[config.mk]
export PLATFORM = sky130hd
export DESIGN_NAME = smp_seq_top
export DESIGN_NICKNAME = d
export VERILOG_FILES = /design/src/rtl/smp_seq_pkg.sv /design/src/rtl/smp_seq_cfg.sv /design/src/rtl/smp_seq_ctrl.sv /design/src/rtl/smp_seq_fifo.sv /design/src/rtl/smp_seq_top.sv
export SDC_FILE = /design/constraint.sdc
export NUM_CORES = 1
export LEC_CHECK = 0
export BUFFER_PORTS_ARGS = -buffer_cell sky130_fd_sc_hd__buf_2
export CORE_UTILIZATION = 50
export CTS_CLUSTER_DIAMETER = 120
export DETAILED_ROUTE_END_ITERATION = 10
export GPL_ROUTABILITY_DRIVEN = 0
export MAX_ROUTING_LAYER = met4
export PLACE_DENSITY = 0.73
export SYNTH_ARGS = -nofsm -noshare
export SYNTH_HDL_FRONTEND = slang
export SYNTH_SLANG_ARGS = --single-unit
[constraint.sdc]
create_clock -name clk -period 3.4 [get_ports clk]
set_clock_uncertainty 0.2 [all_clocks]
set_input_delay 0.34 -clock clk [delete_from_list [all_inputs] [get_ports clk]]
set_output_delay 0.34 -clock clk [all_outputs]
set_load 0.005 [all_outputs]
[src/rtl/smp_seq_pkg.sv]
package smp_seq_pkg;

  localparam int REG_AW   = 6;
  localparam int REG_DW   = 32;
  localparam int SEL_W    = 3;
  localparam int CTL_W    = 4;
  localparam int LB_CNT_W = 4;
  localparam int LB_W     = LB_CNT_W + 3 + SEL_W;

  // control bit positions inside a slot
  localparam int CTL_DIFF = 0;
  localparam int CTL_END  = 1;
  localparam int CTL_IE   = 2;
  localparam int CTL_TS   = 3;
  localparam logic [CTL_W-1:0] CTL_RESET = 4'b0010;

  // register addresses
  localparam logic [REG_AW-1:0] A_LOOP     = 6'h00;
  localparam logic [REG_AW-1:0] A_IRQ      = 6'h01;
  localparam logic [REG_AW-1:0] A_FSTAT    = 6'h02;
  localparam logic [REG_AW-1:0] A_SEL_BASE = 6'h08;
  localparam logic [REG_AW-1:0] A_CTL_BASE = 6'h10;

  // FIFO status bit positions
  localparam int ST_EMPTY = 0;
  localparam int ST_FULL  = 1;
  localparam int ST_OVF   = 2;
  localparam int ST_UDF   = 3;

  typedef enum logic [1:0] {SQ_IDLE, SQ_ISSUE, SQ_WAIT} seq_state_e;

  typedef struct packed {
    logic [SEL_W-1:0] sel;
    logic [CTL_W-1:0] ctl;
  } slot_cfg_t;

endpackage

[src/rtl/smp_seq_cfg.sv]
module smp_seq_cfg
  import smp_seq_pkg::*;
#(
  parameter int NUM_SLOTS = 4
) (
  input  logic                      clk,
  input  logic                      rst,
  input  logic                      reg_wr,
  input  logic                      reg_rd,
  input  logic [REG_AW-1:0]         reg_addr,
  input  logic [REG_DW-1:0]         reg_wdata,
  output logic [REG_DW-1:0]         reg_rdata,
  output slot_cfg_t [NUM_SLOTS-1:0] slots,
  output logic                      lb_en,
  input  logic                      irq_state,
  input  logic                      fifo_empty,
  input  logic                      fifo_full,
  input  logic                      fifo_ovf,
  input  logic                      fifo_udf,
  output logic                      irq_clr,
  output logic                      ovf_clr,
  output logic                      udf_clr
);

  logic [REG_DW-1:0] rd_mux;
  logic              wdata_unused;

  assign wdata_unused = ^reg_wdata[REG_DW-1:CTL_W];

  always_ff @(posedge clk) begin
    if (rst) begin
      lb_en <= 1'b0;
      for (int i = 0; i < NUM_SLOTS; i++) begin
        slots[i].sel <= '0;
        slots[i].ctl <= CTL_RESET;
      end
    end else if (reg_wr) begin
      if (reg_addr == A_LOOP) lb_en <= reg_wdata[0];
      for (int i = 0; i < NUM_SLOTS; i++) begin
        if (reg_addr == A_SEL_BASE + REG_AW'(i)) slots[i].sel <= reg_wdata[SEL_W-1:0];
        if (reg_addr == A_CTL_BASE + REG_AW'(i)) slots[i].ctl <= reg_wdata[CTL_W-1:0];
      end
    end
  end

  always_comb begin
    rd_mux = '0;
    case (reg_addr)
      A_LOOP:  rd_mux[0] = lb_en;
      A_IRQ:   rd_mux[0] = irq_state;
      A_FSTAT: begin
        rd_mux[ST_EMPTY] = fifo_empty;
        rd_mux[ST_FULL]  = fifo_full;
        rd_mux[ST_OVF]   = fifo_ovf;
        rd_mux[ST_UDF]   = fifo_udf;
      end
      default: ;
    endcase
    for (int i = 0; i < NUM_SLOTS; i++) begin
      if (reg_addr == A_SEL_BASE + REG_AW'(i)) rd_mux[SEL_W-1:0] = slots[i].sel;
      if (reg_addr == A_CTL_BASE + REG_AW'(i)) rd_mux[CTL_W-1:0] = slots[i].ctl;
    end
  end

  always_ff @(posedge clk) begin
    if (rst)         reg_rdata <= '0;
    else if (reg_rd) reg_rdata <= rd_mux;
  end

  assign irq_clr = reg_wr && (reg_addr == A_IRQ)   && reg_wdata[0];
  assign ovf_clr = reg_wr && (reg_addr == A_FSTAT) && reg_wdata[ST_OVF];
  assign udf_clr = reg_wr && (reg_addr == A_FSTAT) && reg_wdata[ST_UDF];

endmodule

[src/rtl/smp_seq_ctrl.sv]
module smp_seq_ctrl
  import smp_seq_pkg::*;
#(
  parameter int NUM_SLOTS = 4,
  parameter int RES_W     = 10
) (
  input  logic                      clk,
  input  logic                      rst,
  input  logic                      trig,
  input  slot_cfg_t [NUM_SLOTS-1:0] slots,
  input  logic                      lb_en,
  input  logic                      conv_valid,
  input  logic [RES_W-1:0]          conv_data,
  output logic                      conv_start,
  output logic [SEL_W-1:0]          conv_sel,
  output logic                      conv_diff,
  output logic                      conv_ts,
  output logic                      push,
  output logic [RES_W-1:0]          push_data,
  output logic                      irq_set,
  output logic                      busy
);

  localparam int IDX_W = (NUM_SLOTS > 1) ? $clog2(NUM_SLOTS) : 1;
  localparam logic [IDX_W-1:0] LAST_IDX = IDX_W'(NUM_SLOTS - 1);

  seq_state_e          state;
  logic [IDX_W-1:0]    idx;
  slot_cfg_t           cur;
  logic                cur_lb;
  logic                cur_cont;
  logic [LB_CNT_W-1:0] cnt;
  logic                done;
  logic                last;
  logic                load_go;
  logic                load_cont;
  logic [IDX_W-1:0]    load_idx;
  logic [RES_W-1:0]    lb_word;

  assign done = (state == SQ_WAIT) && (cur_lb || conv_valid);
  assign last = cur.ctl[CTL_END] || (idx == LAST_IDX);
  assign busy = (state != SQ_IDLE);

  assign lb_word = RES_W'({cnt, cur_cont, cur.ctl[CTL_DIFF], cur.ctl[CTL_TS], cur.sel});

  // which slot is loaded next, and whether it continues without a gap
  always_comb begin
    load_go   = 1'b0;
    load_cont = 1'b0;
    load_idx  = '0;
    if (state == SQ_IDLE && trig) begin
      load_go = 1'b1;
    end else if (done && !last) begin
      load_go   = 1'b1;
      load_cont = 1'b1;
      load_idx  = idx + 1'b1;
    end else if (done && trig) begin
      load_go   = 1'b1;
      load_cont = 1'b1;
    end
  end

  always_ff @(posedge clk) begin
    if (rst) begin
      state      <= SQ_IDLE;
      idx        <= '0;
      cur        <= '0;
      cur_lb     <= 1'b0;
      cur_cont   <= 1'b0;
      cnt        <= '0;
      conv_start <= 1'b0;
      push       <= 1'b0;
      push_data  <= '0;
      irq_set    <= 1'b0;
    end else begin
      push    <= 1'b0;
      irq_set <= 1'b0;
      if (state == SQ_ISSUE) begin
        conv_start <= 1'b0;
        state      <= SQ_WAIT;
      end
      if (done) begin
        push      <= 1'b1;
        push_data <= cur_lb ? lb_word : conv_data;
        cnt       <= cnt + 1'b1;
        irq_set   <= cur.ctl[CTL_IE];
        state     <= SQ_IDLE;
      end
      if (load_go) begin
        idx        <= load_idx;
        cur        <= slots[load_idx];
        cur_lb     <= lb_en;
        cur_cont   <= load_cont;
        conv_start <= !lb_en;
        state      <= SQ_ISSUE;
      end
    end
  end

  assign conv_sel  = cur.sel;
  assign conv_diff = cur.ctl[CTL_DIFF];
  assign conv_ts   = cur.ctl[CTL_TS];

endmodule

[src/rtl/smp_seq_fifo.sv]
module smp_seq_fifo #(
  parameter int DEPTH = 8,
  parameter int W     = 10
) (
  input  logic         clk,
  input  logic         rst,
  input  logic         push,
  input  logic [W-1:0] push_data,
  input  logic         pop,
  output logic [W-1:0] rdata,
  output logic         empty,
  output logic         full,
  output logic         ovf,
  output logic         udf,
  input  logic         ovf_clr,
  input  logic         udf_clr
);

  // DEPTH is a power of two so the pointers wrap naturally
  localparam int PW = $clog2(DEPTH);

  logic [W-1:0] mem [DEPTH];
  logic [PW-1:0] wp;
  logic [PW-1:0] rp;
  logic [PW:0]   cnt;
  logic          do_wr;
  logic          do_rd;

  assign empty = (cnt == '0);
  assign full  = (cnt == (PW+1)'(DEPTH));
  assign do_wr = push && !full;
  assign do_rd = pop && !empty;

  always_ff @(posedge clk) begin
    if (do_wr) mem[wp] <= push_data;
  end

  always_ff @(posedge clk) begin
    if (rst)        rdata <= '0;
    else if (do_rd) rdata <= mem[rp];
  end

  always_ff @(posedge clk) begin
    if (rst) begin
      wp  <= '0;
      rp  <= '0;
      cnt <= '0;
      ovf <= 1'b0;
      udf <= 1'b0;
    end else begin
      if (do_wr) wp <= wp + 1'b1;
      if (do_rd) rp <= rp + 1'b1;
      cnt <= cnt + (PW+1)'(do_wr) - (PW+1)'(do_rd);
      if (push && full)       ovf <= 1'b1;
      else if (ovf_clr)       ovf <= 1'b0;
      if (pop && empty)       udf <= 1'b1;
      else if (udf_clr)       udf <= 1'b0;
    end
  end

endmodule

[src/rtl/smp_seq_top.sv]
module smp_seq_top
  import smp_seq_pkg::*;
#(
  parameter int NUM_SLOTS  = 4,
  parameter int FIFO_DEPTH = 8,
  parameter int RES_W      = 10,
  parameter int RD_W       = 16
) (
  input  logic              clk,
  input  logic              rst,
  input  logic              reg_wr,
  input  logic              reg_rd,
  input  logic [REG_AW-1:0] reg_addr,
  input  logic [REG_DW-1:0] reg_wdata,
  output logic [REG_DW-1:0] reg_rdata,
  input  logic              trig,
  output logic              conv_start,
  output logic [SEL_W-1:0]  conv_sel,
  output logic              conv_diff,
  output logic              conv_ts,
  input  logic              conv_valid,
  input  logic [RES_W-1:0]  conv_data,
  input  logic              fifo_rd,
  output logic [RD_W-1:0]   fifo_rdata,
  output logic              fifo_empty,
  output logic              fifo_full,
  output logic              irq
);

  slot_cfg_t [NUM_SLOTS-1:0] slots;
  logic             lb_en;
  logic             irq_clr;
  logic             ovf_clr;
  logic             udf_clr;
  logic             fifo_ovf;
  logic             fifo_udf;
  logic             push;
  logic [RES_W-1:0] push_data;
  logic             irq_set;
  logic             seq_busy;
  logic [RES_W-1:0] fifo_q;

  smp_seq_cfg #(.NUM_SLOTS(NUM_SLOTS)) u_cfg (
    .clk        (clk),
    .rst        (rst),
    .reg_wr     (reg_wr),
    .reg_rd     (reg_rd),
    .reg_addr   (reg_addr),
    .reg_wdata  (reg_wdata),
    .reg_rdata  (reg_rdata),
    .slots      (slots),
    .lb_en      (lb_en),
    .irq_state  (irq),
    .fifo_empty (fifo_empty),
    .fifo_full  (fifo_full),
    .fifo_ovf   (fifo_ovf),
    .fifo_udf   (fifo_udf),
    .irq_clr    (irq_clr),
    .ovf_clr    (ovf_clr),
    .udf_clr    (udf_clr)
  );

  smp_seq_ctrl #(.NUM_SLOTS(NUM_SLOTS), .RES_W(RES_W)) u_ctrl (
    .clk        (clk),
    .rst        (rst),
    .trig       (trig),
    .slots      (slots),
    .lb_en      (lb_en),
    .conv_valid (conv_valid),
    .conv_data  (conv_data),
    .conv_start (conv_start),
    .conv_sel   (conv_sel),
    .conv_diff  (conv_diff),
    .conv_ts    (conv_ts),
    .push       (push),
    .push_data  (push_data),
    .irq_set    (irq_set),
    .busy       (seq_busy)
  );

  smp_seq_fifo #(.DEPTH(FIFO_DEPTH), .W(RES_W)) u_fifo (
    .clk       (clk),
    .rst       (rst),
    .push      (push),
    .push_data (push_data),
    .pop       (fifo_rd),
    .rdata     (fifo_q),
    .empty     (fifo_empty),
    .full      (fifo_full),
    .ovf       (fifo_ovf),
    .udf       (fifo_udf),
    .ovf_clr   (ovf_clr),
    .udf_clr   (udf_clr)
  );

  // set wins over a clear in the same cycle
  always_ff @(posedge clk) begin
    if (rst)          irq <= 1'b0;
    else if (irq_set) irq <= 1'b1;
    else if (irq_clr) irq <= 1'b0;
  end

  assign fifo_rdata = RD_W'(fifo_q);

endmodule

==> results of run 1 <==
==> through the flow <==
stage	setup slack, ns	area, µm²	power (µW)
3_5_place_dp	0.6637	7640	3236
4_1_cts	0.6606	8283	5262
6_report	0.6474	8283	5222
3_3_place_gp	0.7695	7640	3195
5_1_grt	0.4583	8283	5450
2_1_floorplan	0.6453	7480	3014
==> layout by cell type (no fill, tap or decap), types with 3 or more instances in the layout <==
master and n:
mux4_2 20, buf_2 49, xor2_1 5, nor3b_1 3, nor2_1 76, nand3_1 8
ha_1 10, a22oi_1 6, conb_1 34, a222oi_1 7, a22o_1 4, nand2b_1 6
a21o_1 3, xnor2_1 3, clkbuf_16 17, inv_1 11, bufinv_16 4, o21ai_0 15
mux2_2 8, a211o_1 5, and2_1 3, mux2i_1 45, a21oi_1 23, inv_6 3
dfxtp_1 86, a211oi_1 28, edfxtp_1 80, nand2_1 28, buf_4 15, nor3_1 6
nor2b_1 11
==> kinds of logic after synthesis <==
group,count (synthesis),share of synthesized area
compound gates,108,0.1024
buf+inv,83,0.06345
mux,73,0.1347
flops,166,0.5606
xor+xnor,8,0.009526
simple gates,159,0.1090
fa+ha+maj,11,0.01973
other cells,1,0.0005098
==> flip-flops by register name, summed over array words and instances, names as in the netlist, 3 cells and up <==
register,flops
u_cfg.reg_rdata,4
u_ctrl.cnt,4
u_fifo.cnt,4
u_ctrl.push_data,10
u_cfg.slots,28
u_ctrl.conv_sel,3
u_fifo.wp,3
u_fifo.rdata,10
u_fifo.mem,80
u_fifo.rp,3
==> worst max-delay path: cells and delay by family, from the launching register on <==
family | cells | cell delay, ns
adder cells (fa/ha/maj) | 4 | 1.01
AND/OR/NAND/NOR | 3 | 0.75
flip-flops | 1 | 0.30
buffers and inverters | 3 | 0.22
XOR/XNOR | 1 | 0.14
==> metal layers <==
metal	vias up	GRT usage	wire, µm
li1	2284	-	-
met1	2352	0.2791	6636
met2	141	0.3603	7595
met3	14	0.03875	647
met4	0	0.07003	187
met5	-	-	0
==> area by class of cell <==
type	count	area, µm²	area share
flip-flops and latches	166	4124	0.4979
inverters	11	41.29	0.004985
multi-input cells	393	2892	0.3491
repair buffers	65	367.9	0.04441
well taps	180	225.2	0.02719
clock buffers	19	442.9	0.05347
clock inverters	13	190.2	0.02296
==> power by group through the flow <==
stage	clock network, µW	registers [µW]	logic, µW
final	2040	2310	871
after global routing	2150	2330	979
after CTS	2070	2310	885
after detailed placement	0	2360	881
after global placement	0	2340	851
after floorplan	0	2310	700
==> synthesized netlist by cell type, types with 2 or more instances <==
| master | count |
|---|---|
| o21ai_0 | 15 |
| a21o_1 | 3 |
| nor2_4 | 2 |
| mux2i_1 | 45 |
| nor2_8 | 2 |
| a211o_1 | 5 |
| nor4b_2 | 2 |
| buf_1 | 3 |
| o2bb2ai_1 | 2 |
| xnor2_1 | 3 |
| ha_1 | 10 |
| nand2_1 | 28 |
| nand2b_1 | 6 |
| a22o_1 | 4 |
| edfxtp_1 | 80 |
| a222oi_1 | 7 |
| nor3_1 | 6 |
| nor3b_1 | 3 |
| buf_2 | 7 |
| mux2_2 | 8 |
| a31oi_1 | 2 |
| a41oi_1 | 2 |
| clkbuf_1 | 24 |
| nor2_1 | 76 |
| a21oi_1 | 23 |
| buf_4 | 37 |
| mux4_2 | 20 |
| a211oi_1 | 28 |
| nand3_1 | 8 |
| nand4_1 | 2 |
| xor2_1 | 5 |
| o22ai_1 | 2 |
| a22oi_1 | 6 |
| dfxtp_1 | 86 |
| inv_1 | 11 |
| and2_1 | 3 |
| o211ai_1 | 2 |
| nor2b_1 | 12 |
| or4b_1 | 2 |
==> worst max path at each step <==
stage | start | to | slack (ns) | cells after the start
floorplan | u_fifo.cnt[2] | u_fifo.cnt[2] | 0.65 | 13
global placement | u_fifo.cnt[2] | u_fifo.cnt[2] | 0.77 | 11
detailed placement | u_fifo.cnt[2] | u_fifo.cnt[2] | 0.66 | 11
CTS | u_fifo.cnt[2] | u_fifo.cnt[2] | 0.66 | 11
global route | u_fifo.cnt[2] | u_fifo.cnt[2] | 0.46 | 11
finish | u_fifo.cnt[2] | u_fifo.cnt[2] | 0.65 | 11
==> run metrics, run 1 <==
Setup crit start kind=register; post-CTS setup buffers=0; clk_lat worst skew=0.42 ns; drc violations=0; Core ar.=0.01410 mm²; # setup viols final=0; PortBufs=49; CTS tree=done; ys async rst share=0; Util after Layout=0.5876; flop2flop setup slack=0.65 ns; Max Clock Freq=0.3633 GHz; Setup TNS Final=0 ns; Setup crit end kind=register; Final Instance Count excl. Fillers=847; Max IR drop VDD=354.8 µV; sequential power share=0.442; Max Root-Sink Buffers=2; Crit Path Class=reg2reg; Die Span Y=123.3 µm; Layout fillers=1140; DRT antenna net count=0; Worst Path Arrival=2.83 ns; Detailed Route Iter0 Violations=401; vias per std cell=5.656; initial antenna violation count=0; Tcrit/Tclk final=0.8096; post-synth top area share=0.3266; Netlist cell types=56; Hold Crit Start=reg_wdata[3]; hold_buf cts=1; RSZ-0062 raised after global routing=false; Min Clock Period, post-route=2.753 ns; P_int=3885 µW; Placed Cells=814; final hold vios=0; Net Sw Power=1337 µW; Vias=4791; area leader, netlist=edfxtp_1; Cells after Synth=609; peak fanout along the critical path=4; max-cap viol count=0; post-CTS resize count=0; CP max-delay cell=nor3b_1; CTS root buf=clkbuf_16; Die Wd=123.3 µm; WHS Path Cells=3; first-pass GRT wire length=24200 µm; num rows=43; Synth Warn #=0; 1st-pass router iterations=5; EDFF count, synth=80; Leakage=0.003036 µW; Clock transition at path regs=0.06 ns; Die Footprint=0.01520 mm²; combinational cell fraction of total power=0.167; Worst Hold End=u_cfg.slots[17]; number of buffers created by CTS=17; Starting Density=0.5218; Hold Slack=0.04100 ns; per-cell routed wire length=17.79 µm; CP max stage delay=0.59 ns; Seq/Total Area, Yosys=0.5606; reg2reg end=u_fifo.cnt[2]; largest net degree at the start of global routing=53; DP Wirelength=10060 µm; Area contributors post-synth=edfxtp_1, dfxtp_1, mux2i_1, mux4_2, nor2_1; Yosys reg bits=166; Diodes inserted=0; clock sink count=166; worst hold path class=in2reg; Avg Cell Area, Syn=12.08 µm²; DRT Wirelength=15070 µm; clock power share=0.391; Pins Over Slew Limit=0; Sw Share=0.2561; Mapped Area=0.007356 mm²; Final #Nets=720; GRT overflow=0; H-Tree Depth=4; worst r2r src=u_fifo.cnt[2]; GRT Total Usage=0.2204; synthesis-to-finish area growth=12.60%; critical path cell sequence=inv_1 -> ha_1 -> nor3b_1 -> nor2b_2 -> ha_1 -> inv_1 -> ha_1 -> inv_1 -> fa_1 -> xor2_1 -> nor2_1; WP data required=3.48 ns; Pwr Density=630.5 mW/mm²; status=completed; vias in the first global route=4601; I/O pins=112; Worst Tran Pin Value=1.063 ns; r2r worst-path depth=11; layout cells sized above 1=0.1979; Main synth FF type=dfxtp_1; slew margin rel.=0.2900
Note: power is estimated with default switching activity, not from simulation.
==> run 2: changes to the inputs <==
Settings changed: PLACE_DENSITY 0.73 to 0.75.
Clock period 3.4 ns to 2.3 ns, I/O delays scaled along.
==> run 2 against run 1 <==
  * Fmax rose by 26%
  * Clock power rose by 35%
  * Total power grew 47%
  * Critical endpoint unchanged
==> run metrics, run 2 (synthesized netlist as in run 1, its figures left out) <==
status=completed; CP max stage delay=0.34 ns (-0.25 ns); Setup crit start kind=register; Min Clock Period, post-route=2.187 ns (-0.5661 ns); DRT Wirelength=15800 µm (+4.9%); Worst Path Arrival=2.28 ns (-0.55 ns); Setup TNS Final=0 ns (unchanged); WP data required=2.40 ns (-1.08 ns); Detailed Route Iter0 Violations=492 (+23%); GRT overflow=0 (unchanged); I/O pins=112 (unchanged); Die Wd=123.3 µm (unchanged); Setup crit end kind=register; Diodes inserted=0 (unchanged); Die Footprint=0.01520 mm² (unchanged); CTS tree=done; final hold vios=0 (unchanged); clk_lat worst skew=0.42 ns (about the same); PortBufs=49 (unchanged); DP Wirelength=10400 µm (+3.4%); per-cell routed wire length=18.00 µm (+1.2%); first-pass GRT wire length=24940 µm (+3.1%); Vias=5029 (+5.0%); Leakage=0.003170 µW (+4.4%); most frequent cells in the layout=dfxtp_1, edfxtp_1, nor2_1; max-cap viol count=0 (unchanged); initial antenna violation count=0 (unchanged); layout cells sized above 1=0.2307 (+0.03276); Placed Cells=831 (+2.1%); slew margin rel.=0.6177 (+0.3276); Final #Nets=751 (+4.3%); synthesis-to-finish area growth=16.43%; Tcrit/Tclk final=0.9507 (+0.1411); num rows=43 (unchanged); critical path cell sequence=inv_2 -> ha_1 -> nor3b_4 -> nor2b_4 -> ha_4 -> inv_2 -> ha_4 -> inv_2 -> fa_2 -> xor2_1 -> nor2_1; most common cell after layout, fill and taps aside=dfxtp_1; Pins Over Slew Limit=0 (unchanged); GRT Total Usage=0.2293 (+0.008851); Die Span Y=123.3 µm (unchanged); CTS root buf=clkbuf_16; Clock transition at path regs=0.06 ns (about the same); Max Clock Freq=0.4574 GHz (+26%); most frequent CP cell=inv_2; H-Tree Depth=4 (unchanged); Core ar.=0.01410 mm² (unchanged); clock sink count=166 (unchanged); Starting Density=0.5218 (unchanged); largest net degree at the start of global routing=34 (-36%); 1st-pass router iterations=5 (unchanged); worst hold path class=in2reg; vias in the first global route=4872 (+5.9%); CP max-delay cell=fa_2; post-CTS setup buffers=0 (unchanged); DRT antenna net count=0 (unchanged); vias per std cell=5.728 (+1.3%); Util after Layout=0.6076 (+0.01997); peak fanout along the critical path=3 (-1); Pwr Density=895.4 mW/mm² (+42%); number of buffers created by CTS=17 (unchanged); Tot Pwr=7669 µW (+47%); Max IR drop VDD=559.9 µV (+58%); Reg with most FFs=u_fifo.mem; drc violations=0 (unchanged); # setup viols final=0 (unchanged); Max Root-Sink Buffers=2 (unchanged); Crit Path Class=reg2reg; RSZ-0062 raised after global routing=false; flop2flop setup slack=0.11 ns (-0.53 ns); biggest regs=u_fifo.mem x80, u_cfg.slots x28; Worst Tran Pin Value=0.5735 ns (-0.4900 ns); Final Instance Count excl. Fillers=878 (+3.7%); Largest register FFs=80 (unchanged)
run 2: layout make-up:
type                       instances  area (µm²)
sequential                       166        4126
clock inverter                     8       91.34
timing repair buffer              96       648.1
tap                              180       225.2
clock buffer                      24       483.0
inverter                          11       41.29
multi-input combinational        393        2949
fill                            1096        5532
run 2: critical path, delay by kind of cell (launching register included):
kind                     cells  cell delay (ns)
adder cells (fa/ha/maj)      4             0.87
buffers and inverters        3             0.14
flip-flops                   1             0.32
AND/OR/NAND/NOR              3             0.38
XOR/XNOR                     1             0.16
run 2: through the flow:
stage	setup WS (ns)	hold slack, ns	cell area, µm²
final	0.1135	0.003770	8564
after global routing	0.01170	0.06342	8564
after CTS	0.01614	0.01184	8548
after detailed placement	0.02985	0.2332	7824
after global placement	0.09543	0.2352	7824
after floorplan	-0.1262	0.1660	7535
run 2: report_power, final:
group          switching (µW)  internal (µW)
Sequential                133           3260
Combinational             766            756
Clock                    1160           1600
run 2: path summary, 6_finish.rpt:
path,start,end,cells after the start
max,u_fifo.cnt[2],u_fifo.cnt[2],11
max reg2reg,u_fifo.cnt[2],u_fifo.cnt[2],11
min reg2reg,u_ctrl.irq_set,irq,2
min,conv_data[3],u_ctrl.push_data[3],3
run 2: routing by layer:
layer	wire length [µm]	global-route usage	part of all wire	vias to the layer above
met5	0	-	0	-
met4	328	0.07907	0.021	0
met3	942	0.05258	0.060	35
met2	7953	0.3740	0.50	185
met1	6580	0.2805	0.42	2470
li1	-	-	-	2339
run 2: timing repair:
item | 4_1_cts | 5_1_grt
gates resized for setup | 0 | 3
setup endpoints to repair | 0 | 2
hold buffers | 15 | 0
endpoints found under the hold margin | 28 | 0
